--- config.mk ---
export PLATFORM = sky130hd
export DESIGN_NAME = dsm_mash3_pipe
export DESIGN_NICKNAME = d
export VERILOG_FILES = /design/src/rtl/mash3_pkg.sv /design/src/rtl/mash_skew.sv /design/src/rtl/mash_pipe_acc.sv /design/src/rtl/mash_align.sv /design/src/rtl/mash_ecu.sv /design/src/rtl/dsm_mash3_pipe.sv
export SDC_FILE = /design/constraint.sdc
export NUM_CORES = 1
export LEC_CHECK = 0
export BUFFER_PORTS_ARGS = -buffer_cell sky130_fd_sc_hd__buf_2
export CAP_MARGIN = 5
export CORE_UTILIZATION = 40
export CTS_CLUSTER_SIZE = 14
export DETAILED_ROUTE_END_ITERATION = 16
export HOLD_SLACK_MARGIN = 0.1
export PLACE_DENSITY_LB_ADDON = 0.1
export SLEW_MARGIN = 10
export SYNTH_ARGS = -nofsm -noshare
export SYNTH_HDL_FRONTEND = slang
export SYNTH_SLANG_ARGS = --single-unit
--- constraint.sdc ---
create_clock -name clk -period 2.35 [get_ports clk]
set_input_delay 0.235 -clock clk [delete_from_list [all_inputs] [get_ports clk]]
set_output_delay 0.235 -clock clk [all_outputs]
set_load 0.02 [all_outputs]
--- src/rtl/mash3_pkg.sv ---
package mash3_pkg;

   // Cascade order is fixed by the cancellation network.
   localparam int unsigned MASH_ORDER = 3;

   // Code that tells the divider to add nothing.
   localparam logic [2:0] ZERO_OFS_CODE = 3'd3;

   typedef logic [2:0] ofs_code_t;

   // Signed -4..3 result to unsigned code 3 - v: keep the sign bit,
   // flip the two low bits.
   function automatic ofs_code_t to_ofs_code(input logic [2:0] v);
      return {v[2], ~v[1], ~v[0]};
   endfunction

endpackage

--- src/rtl/mash_skew.sv ---
// Delays slice k of the operand by k enabled cycles, so that the
// low slices run ahead of the high slices by one cycle per slice.
module mash_skew #(
   parameter int unsigned WORD_W  = 20,
   parameter int unsigned SLICE_W = 5
) (
   input  logic              clk,
   input  logic              rst,
   input  logic              en,
   input  logic [WORD_W-1:0] din,
   output logic [WORD_W-1:0] dout
);
   localparam int unsigned N_SLICE = WORD_W / SLICE_W;

   for (genvar k = 0; k < N_SLICE; k++) begin : g_sl
      if (k == 0) begin : g_pass
         assign dout[SLICE_W-1:0] = din[SLICE_W-1:0];
      end else begin : g_dly
         logic [k-1:0][SLICE_W-1:0] dl;
         always_ff @(posedge clk) begin
            if (rst) begin
               dl <= '0;
            end else if (en) begin
               dl[0] <= din[k*SLICE_W +: SLICE_W];
               for (int i = 1; i < k; i++) dl[i] <= dl[i-1];
            end
         end
         assign dout[k*SLICE_W +: SLICE_W] = dl[k-1];
      end
   end

endmodule

--- src/rtl/mash_pipe_acc.sv ---
// One first-order stage: a WORD_W accumulator split into slices with
// a registered carry between neighbours. The operand must arrive
// skewed; the residue leaves with the same skew.
module mash_pipe_acc #(
   parameter int unsigned WORD_W  = 20,
   parameter int unsigned SLICE_W = 5
) (
   input  logic              clk,
   input  logic              rst,
   input  logic              en,
   input  logic [WORD_W-1:0] addend,
   output logic [WORD_W-1:0] resid,
   output logic              carry_out
);
   localparam int unsigned N_SLICE = WORD_W / SLICE_W;

   for (genvar k = 0; k < N_SLICE; k++) begin : g_sl
      logic               cin;
      logic               cr;
      logic [SLICE_W-1:0] st;
      logic [SLICE_W:0]   sum;

      if (k == 0) begin : g_lsb
         assign cin = 1'b0;
      end else begin : g_mid
         assign cin = g_sl[k-1].cr;
      end

      assign sum = {1'b0, st} + {1'b0, addend[k*SLICE_W +: SLICE_W]}
                 + {{SLICE_W{1'b0}}, cin};

      always_ff @(posedge clk) begin
         if (rst) begin
            st <= '0;
            cr <= 1'b0;
         end else if (en) begin
            st <= sum[SLICE_W-1:0];
            cr <= sum[SLICE_W];
         end
      end

      assign resid[k*SLICE_W +: SLICE_W] = st;
   end

   assign carry_out = g_sl[N_SLICE-1].cr;

endmodule

--- src/rtl/mash_align.sv ---
// Re-times the stage carries: stage s is one cycle later than stage
// s-1, so it gets one register fewer.
module mash_align #(
   parameter int unsigned ORDER = 3
) (
   input  logic             clk,
   input  logic             rst,
   input  logic             en,
   input  logic [ORDER-1:0] c_in,
   output logic [ORDER-1:0] c_al
);
   for (genvar s = 0; s < ORDER; s++) begin : g_st
      localparam int unsigned DEPTH = ORDER - s;
      logic [DEPTH-1:0] sh;
      always_ff @(posedge clk) begin
         if (rst) begin
            sh <= '0;
         end else if (en) begin
            sh[0] <= c_in[s];
            for (int i = 1; i < DEPTH; i++) sh[i] <= sh[i-1];
         end
      end
      assign c_al[s] = sh[DEPTH-1];
   end

endmodule

--- src/rtl/mash_ecu.sv ---
// Cancellation with carries read as -1/0: a 2-bit first difference
// stage, a 3-bit second one, then the unsigned code register.
module mash_ecu
   import mash3_pkg::*;
(
   input  logic      clk,
   input  logic      rst,
   input  logic      en,
   input  logic [2:0] c_al,
   output ofs_code_t code
);
   logic       c3_prev;
   logic [1:0] u_prev;
   logic [1:0] u_now;
   logic [2:0] v_now;

   always_comb begin
      // d = -c is {c,c} in two's complement; the result fits in -2..1.
      u_now = {c_al[1], c_al[1]} + {c_al[2], c_al[2]} - {c3_prev, c3_prev};
      // Result fits in -4..3.
      v_now = {3{c_al[0]}} + {u_now[1], u_now} - {u_prev[1], u_prev};
   end

   always_ff @(posedge clk) begin
      if (rst) begin
         c3_prev <= 1'b0;
         u_prev  <= '0;
         code    <= ZERO_OFS_CODE;
      end else if (en) begin
         c3_prev <= c_al[2];
         u_prev  <= u_now;
         code    <= to_ofs_code(v_now);
      end else begin
         code    <= ZERO_OFS_CODE;
      end
   end

endmodule

--- src/rtl/dsm_mash3_pipe.sv ---
module dsm_mash3_pipe
   import mash3_pkg::*;
#(
   parameter int unsigned FRAC_W  = 20,
   parameter int unsigned SLICE_W = 5
) (
   input  logic              clk,
   input  logic              rst,
   input  logic              en,
   input  logic [FRAC_W-1:0] frac,
   output logic [2:0]        ofs_code
);
   if (SLICE_W == 0 || (FRAC_W % SLICE_W) != 0) begin : g_bad_slice
      $error("FRAC_W must be a whole multiple of SLICE_W");
   end
   if (FRAC_W < 2) begin : g_bad_width
      $error("FRAC_W too small for a useful fraction");
   end

   logic [FRAC_W-1:0]     frac_sk;
   logic [FRAC_W-1:0]     resid [MASH_ORDER];
   logic [MASH_ORDER-1:0] carry_raw;
   logic [MASH_ORDER-1:0] carry_al;

   mash_skew #(.WORD_W(FRAC_W), .SLICE_W(SLICE_W)) u_skew (
      .clk (clk),
      .rst (rst),
      .en  (en),
      .din (frac),
      .dout(frac_sk)
   );

   for (genvar s = 0; s < MASH_ORDER; s++) begin : g_stage
      logic [FRAC_W-1:0] addend;
      if (s == 0) begin : g_first
         assign addend = frac_sk;
      end else begin : g_next
         // Residue already carries the slice skew the next stage needs.
         assign addend = resid[s-1];
      end
      mash_pipe_acc #(.WORD_W(FRAC_W), .SLICE_W(SLICE_W)) u_acc (
         .clk      (clk),
         .rst      (rst),
         .en       (en),
         .addend   (addend),
         .resid    (resid[s]),
         .carry_out(carry_raw[s])
      );
   end

   mash_align #(.ORDER(MASH_ORDER)) u_align (
      .clk (clk),
      .rst (rst),
      .en  (en),
      .c_in(carry_raw),
      .c_al(carry_al)
   );

   mash_ecu u_ecu (
      .clk (clk),
      .rst (rst),
      .en  (en),
      .c_al(carry_al),
      .code(ofs_code)
   );

endmodule

==> impl_metrics.py, run 1 <==
metrics = {
    "synthesis": {
        "synth_compound_area_frac": 0.145,
        "synth_top_family_by_area": "adder cells",
        "synth_seq_area_share": 0.353,
        "syn_nets": 778,
        "ys_async_sr_fraction": 0,
        "syn_avg_cell_area_sq_um": 9.54,
        "synthTopCellsByArea": "dfxtp_1 (35%), ha_1 (10%), mux2i_1 (9.1%)",
        "synth_edf_count": 0,
        "synth-adder-area-share": 0.177,
        "synth_cell_types": 30,
        "synth-xor-area-share": 0.0190,
        "yosys.area_share.simple": 0.155,
        "synth_ff_type": "dfxtp_1",
        "synth_mux_area_frac": 0.0913,
        "synth_top_area_frac": 0.353,
        "synth_top_area_cell": "dfxtp_1",
        "synth_area_sq_um": 6470,
        "synthesis.instances": 678,
        "ys_seq_elements": 114,
        "ys_warn_count": 0,
    },
    "global_route": {
        "grt_overflow_total": 0,
        "grt_antenna_before_repair": 0,
        "grt_pass1_wl_microns": 21300,
        "grt_max_degree": 51,
        "grt_pass1_vias": 4724,
        "grt_usage": 0.160,
    },
    "worst_setup_path": {
        "cp.arrival_ns": 2.56,
        "path_depth": 8,
        "critical_path.reg2reg.endpoint": "u_ecu.code[2]",
        "r2r_cells": 8,
        "criticalPathCategory": "reg -> reg",
        "crit_path_start": "u_ecu.c3_prev",
        "slowest_stage": "fa_1",
        "r2r_start": "u_ecu.c3_prev",
        "required_ns": 2.65,
        "cp_top_family": "adder cells",
        "ff2ff_setup_slack_ns": 0.09,
        "crit_path_max_fanout": 2,
        "critPathBufInv": 2,
        "slowest_delay_ns": 0.51,
        "crit_path_end": "u_ecu.code[2]",
        "crit_path_start_kind": "register",
        "cp_cell_sequence": "inv_1 -> fa_2 -> fa_1 -> inv_1 -> fa_2 -> xnor2_1 -> xnor2_1 -> and3_1",
        "end_kind": "register",
    },
    "outcome": {
        "status": "finished clean",
    },
    "clocking": {
        "cts_tree": "yes",
        "cts.clk_slew.worst_paths_ns": 0.05,
        "cts.htree.levels": 4,
        "cts_setup_buffers": 0,
        "clk_path_buf_depth": 2,
        "cts.sinks": 114,
        "worstSkewPairLatency_ns": 0.41,
        "cts_made_buffers": 17,
        "cts_root_buf": "clkbuf_16",
    },
    "sta": {
        "setup_viol": 0,
        "hold_viol": 0,
        "rsz0062_at_grt": "no",
        "final.period_utilization": 0.960,
        "fin_ws_ns": 0.0932,
        "finalCriticalPeriod_ns": 2.26,
        "drv_slew": 0,
        "holdWs_ns": 0.120,
        "fmax_ghz": 0.443,
        "slew_headroom": 0.661,
        "worst_pin_slew_ns": 0.509,
        "timing.setup.tns_ns": 0,
        "skew_ns": 0.00582,
    },
    "detailed_routing": {
        "drt_iter0_drc": 208,
        "routed_wl_microns": 12200,
        "wl_per_cell_microns": 13.0,
        "drt_first_pass_iters": 7,
        "drcViolationCount": 0,
        "viasPerCell": 5.15,
        "drt.antenna.violating_nets": 0,
        "vias": 4836,
    },
    "pwr": {
        "p_leak_nw": 3.34,
        "powerDensity_nw_per_um2": 765,
        "vdd_drop_max_mv": 0.546,
        "p_total_mw": 5.83,
    },
    "placed_design": {
        "gp_congestion": 0.730,
        "hpwl_microns": 8350,
        "io_buffers": 25,
        "dp_worst_setup_slack_ns": -0.0166,
    },
    "final_layout": {
        "diodes": 0,
        "final_nets": 810,
        "area_growth_pct": 17.9,
        "drive_gt1_frac": 0.0996,
        "fillers": 1460,
    },
    "flow_run": {
        "maxCapViolCount": 0,
    },
    "floorplan": {
        "die_x_microns": 129,
        "rows": 46,
        "start_util": 0.409,
        "die_y_microns": 129,
        "die-area_sq_um": 16700,
        "ios": 26,
        "core_area_sq_um": 15800,
    },
    "hold_path": {
        "hp-class": "in -> reg",
    },
}
## cells in the final DEF, fill, tap and decap left out, drive strengths merged, types with 12 or more instances in the layout
| cell type | netlist | final |
|---|---|---|
| a21oi | 12 | 12 |
| ha | 53 | 53 |
| inv | 47 | 47 |
| o311ai | 24 | 24 |
| dfxtp | 114 | 114 |
| mux2i | 59 | 59 |
| a21o | 16 | 16 |
| nand3b | 13 | 13 |
| or4 | 12 | 12 |
| clkbuf | 4 | 21 |
| nand2 | 24 | 24 |
| o21ai | 24 | 24 |
| dlygate4sd3 | 0 | 14 |
| buf | 34 | 37 |
| xnor2 | 14 | 14 |
| a31oi | 12 | 12 |
| a211oi | 16 | 16 |
| o221ai | 12 | 12 |
| fa | 24 | 24 |
| nand2b | 20 | 20 |
| nor3b | 12 | 12 |
| nor2 | 103 | 103 |
## synth_stat cells (all sizes together) (12+ instances only)
cell type	number
nand2b	20
a31oi	12
o311ai	24
a21oi	12
ha	53
nand2	24
o221ai	12
a211oi	16
fa	24
nand3b	13
buf	34
xnor2	14
nor2	103
dfxtp	114
or4	12
a21o	16
o21ai	24
inv	47
nor3b	12
mux2i	59
## routing by layer
layer	wire length, microns	track usage	vias up
met2	5780	0.270	65
met1	5960	0.196	2275
li1	-	-	2484
met4	123	0.0609	0
met3	344	0.0421	12
met5	0	0	-
## timing repair
item                                    4_1_cts  5_1_grt
endpoints found under the setup margin        1        1
hold buffers                                 14        0
pin swaps                                     1        1
hold endpoints to repair                     14        0
gates cloned                                  0        0
gates resized for setup                       1        3
## per-stage QoR
stage / cell area [sq um] / util / std cells
after floorplan: 6470 / - / 678
after global placement: 6790 / 0.429 / 893
after detailed placement: 6790 / 0.429 / 893
after CTS: 7620 / 0.481 / 939
after global routing: 7620 / 0.482 / 939
final: 7620 / 0.482 / 939
## power breakdown
group / switching (mW) / total, mW / internal, mW
sequential: 0.0914 / 2.14 / 2.05
combinational: 0.347 / 0.655 / 0.309
clock: 0.896 / 3.04 / 2.14
total: 1.33 / 5.83 / 4.50
## worst min-delay path, stage by stage
cell     delay, ns
buf_2         0.11
mux2i_1       0.07
nor2_1        0.07
## registers in the layout, indices dropped and copies added, names as in the netlist
name                     flops
g_stage.u_acc.carry_out      3
g_stage.u_acc.g_sl.st       60
u_skew.g_sl.g_dly.dl        20
g_stage.u_acc.g_sl.cr        9
u_ecu.c3_prev                1
u_align.g_st.sh              6
u_ecu.u_prev                 2
u_ecu.code                   3
u_skew.dout                 10
## how the worst min path moves through the flow
stage                                        start                             end  cells past startpoint
floorplan                                 frac[10]      u_skew.g_sl[2].g_dly.dl[0]                      2
global placement    g_stage[2].u_acc.g_sl[1].st[0]  g_stage[2].u_acc.g_sl[1].st[0]                      2
detailed placement  g_stage[0].u_acc.g_sl[3].st[0]  g_stage[0].u_acc.g_sl[3].st[0]                      2
CTS                                        frac[9]      u_skew.g_sl[1].g_dly.dl[4]                      3
global route                               frac[9]      u_skew.g_sl[1].g_dly.dl[4]                      3
finish                                     frac[9]      u_skew.g_sl[1].g_dly.dl[4]                      3
## kinds of logic after synthesis
logic type,count (synthesis)
and+or+nand+nor,201
DFF,114
xor gates and xnor gates,14
AOI/OAI and AO/OA,128
muxes,59
adders and majority gates,77
buffers and inverters,85
## cell type report
type / instances / area (sq um) / share of cell area
clock buffers: 21 / 460 / 0.0604
clock inverters: 11 / 230 / 0.0302
inverters: 47 / 176 / 0.0231
multi-input cells: 479 / 3800 / 0.498
flip-flops and latches: 114 / 2280 / 0.300
well taps: 216 / 270 / 0.0355
repair buffers: 51 / 402 / 0.0527
Note: power is estimated with default switching activity, not from simulation.
==> inputs of run 2 (changes only) <==
--- a/config.mk
+++ b/config.mk
@@ -7,11 +7,11 @@
 export LEC_CHECK = 0
 export BUFFER_PORTS_ARGS = -buffer_cell sky130_fd_sc_hd__buf_2
 export CAP_MARGIN = 5
-export CORE_UTILIZATION = 40
+export CORE_UTILIZATION = 51
 export CTS_CLUSTER_SIZE = 14
 export DETAILED_ROUTE_END_ITERATION = 16
 export HOLD_SLACK_MARGIN = 0.1
-export PLACE_DENSITY_LB_ADDON = 0.1
+export PLACE_DENSITY = 0.73
 export SLEW_MARGIN = 10
 export SYNTH_ARGS = -nofsm -noshare
 export SYNTH_HDL_FRONTEND = slang
==> run 2 against run 1 <==
Via count up 1.5%. First-iteration DRC count up 16%. Register-to-register slack worse by 0.09 ns. Sequential share of layout area is 0.28 points higher. Clock power shrank 14%. Flip-flop and latch count is the same. Hold slack better by 0.075 ns. Non-clock buffer count rose by 4. Total power shrank 6.8%. Clock-buffer cell count shrank 1. Largest power group unchanged.
==> impl_metrics.py, run 2 (synthesis results as in run 1) <==
metrics = {
    "global_route": {
        "grt_max_degree": 64,
        "grt_overflow_total": 0,
        "grt_pass1_vias": 4933,
        "grt_antenna_before_repair": 0,
        "grt_pass1_wl_microns": 21600,
        "grt_usage": 0.210,
    },
    "floorplan": {
        "die-area_sq_um": 13100,
        "die_x_microns": 115,
        "rows": 40,
        "core_area_sq_um": 12200,
        "ios": 26,
        "start_util": 0.530,
        "die_y_microns": 115,
    },
    "pwr": {
        "comb_power_share": 0.125,
        "p_switching_mw": 1.37,
        "cellInternalPower_mw": 4.06,
        "netSwitchingFraction": 0.253,
        "power_frac_seq": 0.394,
        "powerDensity_nw_per_um2": 719,
        "p_leak_nw": 3.30,
        "vdd_drop_max_mv": 0.552,
        "pwr-share-clk": 0.481,
    },
    "sta": {
        "worst_pin_slew_ns": 0.631,
        "fmax_ghz": 0.427,
        "slew_headroom": 0.579,
        "fin_ws_ns": 0.00596,
        "setup_viol": 0,
        "finalCriticalPeriod_ns": 2.34,
        "hold_viol": 0,
        "holdWs_ns": 0.195,
        "skew_ns": 0.00861,
        "timing.setup.tns_ns": 0,
        "final.period_utilization": 0.997,
        "drv_slew": 0,
    },
    "detailed_routing": {
        "routed_wl_microns": 12600,
        "viasPerCell": 5.49,
        "drt_iter0_drc": 241,
        "vias": 4910,
        "drt_first_pass_iters": 4,
        "wl_per_cell_microns": 14.0,
        "drcViolationCount": 0,
        "drt.antenna.violating_nets": 0,
    },
    "worst_setup_path": {
        "end_kind": "register",
        "crit_path_max_fanout": 2,
        "crit_path_start_kind": "register",
        "criticalPathCategory": "reg -> reg",
        "cp.arrival_ns": 2.67,
        "required_ns": 2.67,
        "ff2ff_setup_slack_ns": 0.006,
    },
    "clocking": {
        "cts.clk_slew.worst_paths_ns": 0.06,
        "worstSkewPairLatency_ns": 0.43,
        "cts_root_buf": "clkbuf_16",
        "cts.sinks": 114,
        "cts_made_buffers": 17,
        "clk_path_buf_depth": 2,
        "cts.htree.levels": 4,
        "cts_tree": "yes",
    },
    "placed_design": {
        "gp_congestion": 0.754,
        "hpwl_microns": 8460,
        "io_buffers": 25,
        "dp_worst_setup_slack_ns": -0.0340,
        "dpl_cell_area_sq_um": 6750,
        "place_inst": 847,
    },
    "final_layout": {
        "area_growth_pct": 16.8,
        "final_nets": 814,
        "final_common_cell": "dfxtp_1",
        "largest_reg_flops": 60,
        "layoutNonFillerInstCount": 895,
        "finish.instance_area_sq_um": 7560,
        "largest-register": "g_stage.u_acc.g_sl.st",
        "final_cell_mix": "dfxtp_1 (111), nor2_1 (103), mux2i_1 (59)",
        "diodes": 0,
        "drive_gt1_frac": 0.113,
    },
    "flow_run": {
        "maxCapViolCount": 0,
    },
    "outcome": {
        "status": "finished clean",
    },
    "hold_path": {
        "hp-class": "in -> reg",
    },
}
run 2: changes by cell type in the layout (fill, tap and decap cells not counted), moves of 2 or more:
cell / previous run / this run
clkinvlp_4: 0 / 5
bufinv_16: 7 / 3
clkinv_2: 4 / 1
clkinv_4: 0 / 3
inv_1: 46 / 43
inv_2: 1 / 4
buf_4: 10 / 12
ha_1: 53 / 51
ha_4: 0 / 2
run 2: worst max-delay path, cell delays in order (launching register included):
cell and delay (ns):
dfxtp_2 0.34, inv_2 0.05, fa_2 0.58, ha_4 0.21, inv_2 0.06, ha_4 0.12
inv_2 0.04, fa_2 0.41, xnor2_2 0.16, xnor2_1 0.12, and3_1 0.17
run 2: through the flow:
step,utilization,power (mW)
final,0.619,5.43
after global routing,0.619,5.70
after floorplan,-,2.68
after global placement,0.553,2.78
after detailed placement,0.553,2.83
after CTS,0.615,5.48
run 2: final timing paths:
path / startpoint / endpoint / cells after the start
min reg2reg: g_stage[0].u_acc.g_sl[3].st[0] / g_stage[0].u_acc.g_sl[3].st[0] / 2
max reg2reg: u_ecu.c3_prev / u_ecu.code[2] / 10
min: frac[0] / g_stage[0].u_acc.g_sl[0].st[0] / 4
max: u_ecu.c3_prev / u_ecu.code[2] / 10
run 2: cell type report:
cell class / instances / area (sq um)
Timing Repair Buffer: 55 / 447
Fill cell: 1059 / 4650
Multi-Input combinational cell: 479 / 3830
Clock buffer: 20 / 447
Clock inverter: 12 / 159
Sequential cell: 114 / 2290
Inverter: 47 / 176
Tap cell: 168 / 210
run 2: power groups by stage:
stage	sequential [mW]	combinational, mW	clock, mW
finish	2.14	0.677	2.62
global route	2.16	0.772	2.77
CTS	2.14	0.676	2.67
detailed placement	2.18	0.650	0
global placement	2.18	0.606	0
floorplan	2.16	0.519	0
run 2: what timing repair did:
action	4_1_cts	5_1_grt
pin swaps	1	3
cloned	0	0
buffers inserted	0	1
endpoints found under the hold margin	15	0
hold buffers	15	0
gates resized for setup	1	11
endpoints found under the setup margin	1	1
run 2: per-layer routing:
metal / wire length (microns) / track usage / vias up
li1: - / - / 2512
met1: 5730 / 0.239 / 2307
met2: 6210 / 0.361 / 67
met3: 334 / 0.0455 / 24
met4: 299 / 0.125 / 0
met5: 0 / 0 / -
